--- config.mk ---
export PLATFORM = sky130hd
export DESIGN_NAME = pci_irq_router
export DESIGN_NICKNAME = d
export VERILOG_FILES = /design/src/rtl/pci_irq_route_pkg.sv /design/src/rtl/irq_slot_map.sv /design/src/rtl/irq_line_ctrl.sv /design/src/rtl/pci_irq_router.sv
export SDC_FILE = /design/constraint.sdc
export NUM_CORES = 1
export LEC_CHECK = 0
export BUFFER_PORTS_ARGS = -buffer_cell sky130_fd_sc_hd__buf_2
export CELL_PAD_IN_SITES_DETAIL_PLACEMENT = 1
export CELL_PAD_IN_SITES_GLOBAL_PLACEMENT = 1
export CORE_ASPECT_RATIO = 2
export CORE_MARGIN = 2
export CORE_UTILIZATION = 29
export CTS_CLUSTER_SIZE = 40
export DETAILED_ROUTE_END_ITERATION = 10
export PLACE_DENSITY = 0.74
export SYNTH_ARGS = -nofsm -noshare
export SYNTH_HDL_FRONTEND = slang
export SYNTH_HIERARCHICAL = 1
export SYNTH_SLANG_ARGS = --single-unit
--- constraint.sdc ---
create_clock -name clk_i -period 0.8 [get_ports clk_i]
set_input_delay 0.08 -clock clk_i [delete_from_list [all_inputs] [get_ports clk_i]]
set_output_delay 0.08 -clock clk_i [all_outputs]
set_load 0.02 [all_outputs]
--- src/rtl/pci_irq_route_pkg.sv ---
package pci_irq_route_pkg;
  localparam int unsigned IRQ_BASE     = 32;
  localparam int unsigned SLOT_ONBOARD = 5;
  localparam int unsigned SLOT_DISPLAY = 6;
  localparam int unsigned SLOT_NETWORK = 7;
  localparam int unsigned SLOT_EXP_LO  = 8;
  localparam int unsigned SLOT_EXP_HI  = 12;
  localparam int unsigned LINE_DISPLAY = 4;
  localparam int unsigned LINE_NETWORK = 5;
  localparam int unsigned LINE_EXP_OFS = 6;

  typedef enum logic [1:0] {
    SC_ONBOARD,
    SC_FIXED,
    SC_EXPANSION,
    SC_PASS
  } slot_class_e;
endpackage

--- src/rtl/irq_slot_map.sv ---
module irq_slot_map
  import pci_irq_route_pkg::*;
#(
  parameter int unsigned SLOT_W = 5,
  parameter int unsigned PIN_W  = 2,
  parameter int unsigned NUM_W  = 8,
  parameter int unsigned CTRL_W = 32,
  localparam int unsigned IDX_W = $clog2(CTRL_W)
) (
  input  logic [SLOT_W-1:0] slot_i,
  input  logic [PIN_W-1:0]  pin_i,
  output logic [NUM_W-1:0]  num_o,
  output logic              hit_o,
  output logic [IDX_W-1:0]  idx_o
);
  slot_class_e cls;
  logic [31:0] slot_w, pin_w, num_w, rel_w;

  assign slot_w = 32'(slot_i);
  assign pin_w  = 32'(pin_i);

  always_comb begin
    if (slot_w == SLOT_ONBOARD)                              cls = SC_ONBOARD;
    else if (slot_w == SLOT_DISPLAY || slot_w == SLOT_NETWORK) cls = SC_FIXED;
    else if (slot_w >= SLOT_EXP_LO && slot_w <= SLOT_EXP_HI) cls = SC_EXPANSION;
    else                                                     cls = SC_PASS;
  end

  always_comb begin
    unique case (cls)
      SC_ONBOARD:   num_w = IRQ_BASE + (pin_w % 4);
      SC_FIXED:     num_w = IRQ_BASE + ((slot_w == SLOT_DISPLAY) ? LINE_DISPLAY : LINE_NETWORK);
      SC_EXPANSION: num_w = IRQ_BASE + LINE_EXP_OFS + (slot_w - SLOT_EXP_LO) + pin_w;
      default:      num_w = pin_w;
    endcase
  end

  assign rel_w = num_w - IRQ_BASE;
  assign num_o = NUM_W'(num_w);
  assign hit_o = (num_w >= IRQ_BASE) && (rel_w < CTRL_W);
  assign idx_o = IDX_W'(rel_w);
endmodule

--- src/rtl/irq_line_ctrl.sv ---
module irq_line_ctrl #(
  parameter int unsigned CTRL_W = 32,
  localparam int unsigned IDX_W = $clog2(CTRL_W)
) (
  input  logic              clk_i,
  input  logic              rst_ni,
  input  logic              fire_i,
  input  logic [IDX_W-1:0]  idx_i,
  input  logic [CTRL_W-1:0] edge_mask_i,
  input  logic [CTRL_W-1:0] pol_mask_i,
  output logic              line_o
);
  logic line_q, pulse_q;

  always_ff @(posedge clk_i or negedge rst_ni) begin
    if (!rst_ni) begin
      line_q  <= 1'b0;
      pulse_q <= 1'b0;
    end else if (fire_i) begin
      if (edge_mask_i[idx_i]) begin
        line_q  <= 1'b1;
        pulse_q <= 1'b1;
      end else begin
        line_q  <= pol_mask_i[idx_i];
        pulse_q <= 1'b0;
      end
    end else if (pulse_q) begin
      // pulse ends even when an unmapped request is present
      line_q  <= 1'b0;
      pulse_q <= 1'b0;
    end
  end

  assign line_o = line_q;
endmodule

--- src/rtl/pci_irq_router.sv ---
module pci_irq_router #(
  parameter int unsigned DEVFN_W = 8,
  parameter int unsigned PIN_W   = 2,
  parameter int unsigned NUM_W   = 8,
  parameter int unsigned CTRL_W  = 32,
  localparam int unsigned SLOT_W = DEVFN_W - 3,
  localparam int unsigned IDX_W  = $clog2(CTRL_W)
) (
  input  logic               clk_i,
  input  logic               rst_ni,
  input  logic               req_i,
  input  logic [DEVFN_W-1:0] devfn_i,
  input  logic [PIN_W-1:0]   pin_i,
  input  logic [CTRL_W-1:0]  edge_mask_i,
  input  logic [CTRL_W-1:0]  pol_mask_i,
  output logic [NUM_W-1:0]   irq_num_o,
  output logic               irq_valid_o,
  output logic               cpu_irq_o
);
  logic [NUM_W-1:0] map_num;
  logic             map_hit;
  logic [IDX_W-1:0] map_idx;
  logic [NUM_W-1:0] num_q;
  logic             valid_q;

  irq_slot_map #(
    .SLOT_W(SLOT_W), .PIN_W(PIN_W), .NUM_W(NUM_W), .CTRL_W(CTRL_W)
  ) u_map (
    .slot_i(devfn_i[DEVFN_W-1:3]),
    .pin_i (pin_i),
    .num_o (map_num),
    .hit_o (map_hit),
    .idx_o (map_idx)
  );

  irq_line_ctrl #(.CTRL_W(CTRL_W)) u_line (
    .clk_i      (clk_i),
    .rst_ni     (rst_ni),
    .fire_i     (req_i && map_hit),
    .idx_i      (map_idx),
    .edge_mask_i(edge_mask_i),
    .pol_mask_i (pol_mask_i),
    .line_o     (cpu_irq_o)
  );

  always_ff @(posedge clk_i or negedge rst_ni) begin
    if (!rst_ni) begin
      num_q   <= '0;
      valid_q <= 1'b0;
    end else begin
      valid_q <= req_i;
      if (req_i) num_q <= map_num;
    end
  end

  assign irq_num_o   = num_q;
  assign irq_valid_o = valid_q;
endmodule

Yosys cells after proc, flatten, opt, wreduce, memory -nomap -nowiden
Cells that the tools add are included.
{"block": "word_totals", "regBits": 11, "output_inout_bits": 10}
{"block": "classes", "n_addsub": 6, "n_lt_le_gt_ge": 5, "eq_ne": 5, "muxes": 14, "n_reduce_logical": 6}
{"cell": "$pmux 32 s3", "count": 1}
{"cell": "$add 6x32->32 const A", "count": 2}
{"cell": "$add 32x2->32", "count": 1}
{"cell": "$ge 32x6->1 const B", "count": 1}
{"cell": "$lt 32x6->1 const B", "count": 1}
{"cell": "$sub 32x6->32 const B", "count": 1}
{"cell": "$eq 5x3->1 const B", "count": 3}
{"cell": "$bmux 1 s5", "count": 2}
{"cell": "$mux 1", "count": 9}
{"cell": "$add 6x2->7 const A", "count": 1}
{"cell": "$lt 5x6->1 const B", "count": 1}
{"cell": "$sub 5x4->6 const B", "count": 1}
{"cell": "$ge 5x4->1 const B", "count": 1}
{"cell": "$le 5x4->1 const B", "count": 1}
{"cell": "$mux 2", "count": 2}
{"cell": "$logic_and 1x1->1", "count": 3}
{"cell": "$eq 2x1->1 const B", "count": 1}
{"cell": "$eq 2x2->1 const B", "count": 1}
{"cell": "$logic_not 2->1", "count": 1}
{"cell": "$reduce_bool 2->1", "count": 1}
{"cell": "$logic_or 1x1->1", "count": 1}

Logic depth before layout (Yosys ltp)
{"block": "depth", "depth_word": 12, "ltp_mapped": 15}

Modules after synthesis
Netlist, hierarchy kept.
{"module": "irq_line_ctrl", "instances": 1, "cells_per_inst": 49, "area_per_inst_um2": 636.9}
{"module": "irq_slot_map", "instances": 1, "cells_per_inst": 60, "area_per_inst_um2": 471.7}
{"module": "pci_irq_router", "instances": 1, "cells_per_inst": 19, "area_per_inst_um2": 364.1}

Least setup slack after synthesis
No wires, ideal clock.
{"block": "synth_path", "kind": "input to register", "start": "input pin_i[1]", "end": "register u_line.line_q, in the netlist u_line/line_o", "setup_ns": 0.140, "arrival_ns": 2.541, "required_ns": 0.660, "slack_ns": -1.881, "cell_stages": 14, "cell_sequence": "inv_1 > ha_1 > inv_1 > ha_1 > inv_1 > fa_1 > nor2b_1 > nor3_1 > buf_2 > mux4_2 > nand2_1 > nand2_1 > a2111oi_0 > o22ai_1"}
{"block": "synth_via", "elab_chain_len": 7, "word_cells_on_any_way": 15, "cone_classes": "3 x add/sub; 2 x order compare; 7 x mux; 3 x reduce/logical"}
{"element": "start, declared", "line_no": "pci_irq_router.sv:13", "text": "input logic [PIN_W-1:0] pin_i,"}
{"element": "$add 32x2->32 / $add 6x2->7 (equally long branches)", "line_no": "irq_slot_map.sv:33, irq_slot_map.sv:31"}
{"element": "$pmux 32 s3 *", "line_no": "irq_slot_map.sv:30", "text": "unique case (cls)"}
{"element": "$sub 32x6->32 *", "line_no": "irq_slot_map.sv:38", "text": "assign rel_w = num_w - IRQ_BASE;"}
{"element": "via map_idx[3]", "line_no": "pci_irq_router.sv:22", "text": "logic [IDX_W-1:0] map_idx;"}
{"element": "$lt 32x6->1, or another cell as far along", "line_no": "irq_slot_map.sv:40", "text": "assign hit_o = (num_w >= IRQ_BASE) && (rel_w < CTRL_W);"}
{"element": "$logic_and 1x1->1, or another cell as far along", "line_no": "irq_slot_map.sv:40"}
{"element": "$logic_and 1x1->1 / $mux 1 (equally long branches)", "line_no": "pci_irq_router.sv:39, irq_line_ctrl.sv:20"}
{"element": "$mux 1 / $reduce_bool 2->1 (equally long branches)"}
{"element": "end signal, assigned", "line_no": "irq_line_ctrl.sv:24", "text": "line_q <= pol_mask_i[idx_i];"}
{"element": "end, declared", "line_no": "irq_line_ctrl.sv:13", "text": "logic line_q, pulse_q;"}
The timed path passes the listed nets; every way through them passes the cells marked *. The select of a mux whose other input is x is not followed.
A chain may end at the register's enable or synchronous reset.

Worst setup path after layout
{"block": "layout_path", "start": "input devfn_i[6]", "end": "register u_line.line_q, in the netlist u_line/line_o"}
{"block": "layout_via", "elab_chain_len": 12, "word_cells_on_any_way": 31, "cone_classes": "5 x add/sub; 4 x order compare; 5 x eq/ne; 11 x mux; 6 x reduce/logical"}
{"element": "start, declared", "line_no": "pci_irq_router.sv:12", "text": "input logic [DEVFN_W-1:0] devfn_i,"}
{"element": "branches (longest 6 deep; another with $add 6x32->32)"}
{"element": "$pmux 32 s3 *", "line_no": "irq_slot_map.sv:30"}
{"element": "$sub 32x6->32 *", "line_no": "irq_slot_map.sv:38"}
{"element": "via map_idx[1]", "line_no": "pci_irq_router.sv:22"}
{"element": "$lt 32x6->1, or another cell as far along", "line_no": "irq_slot_map.sv:40"}
{"element": "$logic_and 1x1->1, or another cell as far along", "line_no": "irq_slot_map.sv:40"}
{"element": "$logic_and 1x1->1 / $mux 1 (equally long branches)", "line_no": "pci_irq_router.sv:39, irq_line_ctrl.sv:20"}
{"element": "$mux 1 / $reduce_bool 2->1 (equally long branches)"}
Mark *: on every way through the listed nets, which the timed path passes. The select of a mux whose other input is x is not followed.

==> flow_metrics.py <==
metrics = {
    "sta": {
        "rsz0062_at_grt": "yes",
        "hold_violations": 0,
        "min_period_over_period_pct": 305.0,
        "slew_violations": 0,
        "setup_ws_ns": -1.640,
        "hold_ws_ns": 0.2022,
        "fmax_mhz": 409.9,
        "setup_viol": 20,
        "min_period_ns": 2.440,
        "finalClockSkew_ns": 0.0001575,
    },
    "finish": {
        "n_antenna_cell": 0,
        "final_nets": 357,
        "area_delta_synth_final_pct": 98.22,
        "fill_cells": 535,
        "drive_above_1_share_pct": 84.33,
        "final_util_pct": 60.01,
        "design_area_um2": 2919,
    },
    "floorplanning": {
        "die_x_um": 54.39,
        "ioPinCount": 87,
        "die_h_um": 104.8,
        "core-area_um2": 4865,
        "fp-row-count": 36,
        "dieArea_um2": 5699,
        "start_util_pct": 30.27,
    },
    "clocking": {
        "cts.root.buffer_cell": "clkbuf_8",
        "htreeDepth": 1,
        "cts_buffer_depth": 2,
        "clk_latency_ns": 0.24,
        "path_clk_slew_ns": 0.06,
        "numCtsBuffers": 3,
        "cts_tree": "done",
        "cts_sinks": 11,
    },
    "logic_synthesis": {
        "synth_cells": 128,
        "yosysWarnings": 6,
        "synthFlopType": "dfrtp_1",
        "synth_area_leaders": "dfrtp_1, mux4_2, ha_1",
        "synth_area_leader_cell": "dfrtp_1",
        "synth_cell_types": 46,
        "netlist_area_um2": 1473,
        "synth_top_cell_area_share_pct": 18.69,
        "synth_seq_area_share_pct": 18.69,
        "synth.avg_cell_area_um2": 11.51,
        "synth-edff-count": 0,
        "synthArstFlopShare_pct": 100.0,
        "syn_nets": 216,
        "ys_ff_latch": 11,
    },
    "routing": {
        "viasPerCell": 5.246,
        "drcViolationCount": 0,
        "via_count": 1705,
        "drt_iter0_drc": 43,
        "wire_per_inst_um": 20.83,
        "routed_wl_um": 6771,
        "firstDrtPassIters": 4,
        "postRouteAntennaNets": 0,
    },
    "global_routing": {
        "grt_pass1_wl_um": 9501,
        "antenna_found_initial": 0,
        "grt_max_degree": 13,
        "grt_pass1_vias": 2003,
        "grtUsageTotal_pct": 23.01,
        "overflow": 0,
    },
    "hold_path": {
        "worstHoldPathType": "in -> reg",
        "whs_path_depth": 2,
    },
    "pwr": {
        "irDropWorstVdd_mv": 0.9404,
        "leakage_uw": 0.001363,
        "power_per_cell_area_nw_per_um2": 1251,
    },
    "setup_path": {
        "cpMostUsedCell": "buf_12",
        "cp_slowest_stage_delay_ns": 0.54,
        "rr_worst_depth": 3,
        "worstPathRequired_ns": 0.90,
        "path_max_fanout": 6,
        "worst_setup_path_end_kind": "flip-flop",
        "crit_chain": "buf_8 -> clkinvlp_4 -> ha_4 -> inv_4 -> buf_6 -> o221ai_4 -> nand3_2 -> o21ai_2 -> buf_12 -> buf_12 -> buf_12 -> mux4_2 -> o22ai_2 -> a32oi_2 -> o31ai_2 -> o22ai_1",
        "slowest_stage": "mux4_2",
        "crit_type": "in -> reg",
        "critPathLaunchType": "input port",
        "critical_path_arrival_ns": 2.54,
    },
    "run_status": {
        "violations": "negative setup slack",
        "outcome": "finished with violations",
    },
    "placement": {
        "dp_slack_ns": -1.920,
        "gp_congestion": 0.7883,
        "dp_hpwl_um": 4603,
        "dpl_cell_area_um2": 2365,
        "io_buffer_count": 83,
    },
    "flow_run": {
        "drv_cap": 0,
    },
}
## Yosys cell counts (2+ instances only)
master   instances
o22ai_1          2
mux2_4           8
buf_4            6
mux2i_1          3
dfrtp_1         11
a31oi_1          2
mux4_1           4
nor2_1           5
a21oi_2          2
ha_1            10
nor2b_1          2
nand2_1         10
o21ai_1          2
mux4_2          12
buf_6            4
o21ai_0          5
inv_1           11
## placed cells by master, fill, tap and decap left out, drive strengths merged, types with 2 or more instances in the layout
master | synthesis | final
inv | 12 | 11
mux2 | 9 | 9
a31oi | 2 | 2
o22ai | 2 | 2
mux4 | 16 | 16
nor2 | 5 | 5
and2 | 2 | 2
nand2 | 10 | 10
ha | 10 | 10
a21oi | 3 | 3
mux2i | 3 | 3
nor3b | 3 | 3
dfrtp | 11 | 11
o21ai | 7 | 7
o221ai | 2 | 2
clkbuf | 1 | 4
buf | 11 | 147
nor2b | 2 | 2
## timing repair
item	4_1_cts	5_1_grt
pin swaps	9	22
resized for setup	59	34
endpoints found under the setup margin	19	20
buffers inserted	8	16
cloned	1	0
hold buffers	1	0
hold endpoints to repair	11	0
## critical path, delay by kind of cell
family                     cells  cell delay [ns]
AOI/OAI and AO/OA              6             0.91
buffers and inverters          7             0.71
muxes                          1             0.54
adders and majority gates      1             0.16
and+or+nand+nor                1             0.12
## report_power, final
part           switching, µW  leakage (µW)  internal [µW]  total, µW
Combinational           1010       0.00120           1380       2390
Sequential              66.5      0.000138            634        700
Clock                    211     0.0000228            350        561
Total                   1290       0.00136           2370       3650
## cell families after synthesis
group	count (synthesis)	synth area share, %
other cells	1	0.2546
mux	28	36.45
xor+xnor	1	0.5948
compound gates	23	11.81
simple gates	29	12.49
buf+inv	24	9.854
flops	11	18.69
fa+ha+maj	11	9.856
## sequential cells by signal, indices dropped and copies added (netlist names)
| signal | count |
|---|---|
| irq_num_o | 8 |
| irq_valid_o | 1 |
| u_line/line_o | 1 |
| u_line/pulse_q | 1 |
## final timing paths
| check | start | end | slack [ns] |
|---|---|---|---|
| setup / recovery | devfn_i[6] | u_line/line_o | -1.64 |
| hold / removal | req_i | irq_valid_o | 0.20 |
| setup reg to reg | u_line/line_o | u_line/line_o | -0.12 |
| hold reg to reg | irq_num_o[0] | irq_num_o[0] | 0.55 |
| max in group asynchronous | rst_ni | irq_num_o[7] | 0.30 |
| min in group asynchronous | rst_ni | irq_num_o[1] | 0.27 |
## metal layers
| metal | global-route usage, % | up-vias | share of wire, % |
|---|---|---|---|
| met2 | 46.56 | 91 | 60 |
| met3 | 3.429 | 24 | 6.6 |
| li1 | - | 758 | - |
| met1 | 18.62 | 832 | 29 |
| met4 | 11.07 | 0 | 4.4 |
| met5 | 0 | - | 0 |
## stage by stage
stage	power (µW)	std cells	setup TNS (ns)
floorplan	1682	128	-8.160
detailed placement	2404	301	-11.78
finish	3651	325	-10.63
global route	3829	325	-11.39
CTS	3357	313	-9.663
global placement	2343	301	-11.43
## cell type report
type,count,area [µm²],share of cell area [%]
multi-input cells,93,1318,45.13
repair buffers,148,1142,39.13
flip-flops and latches,11,276.5,9.473
well taps,57,71.32,2.443
inverters,12,66.31,2.272
clock buffers,4,45.04,1.543
Power figures use the tool's default switching activity.
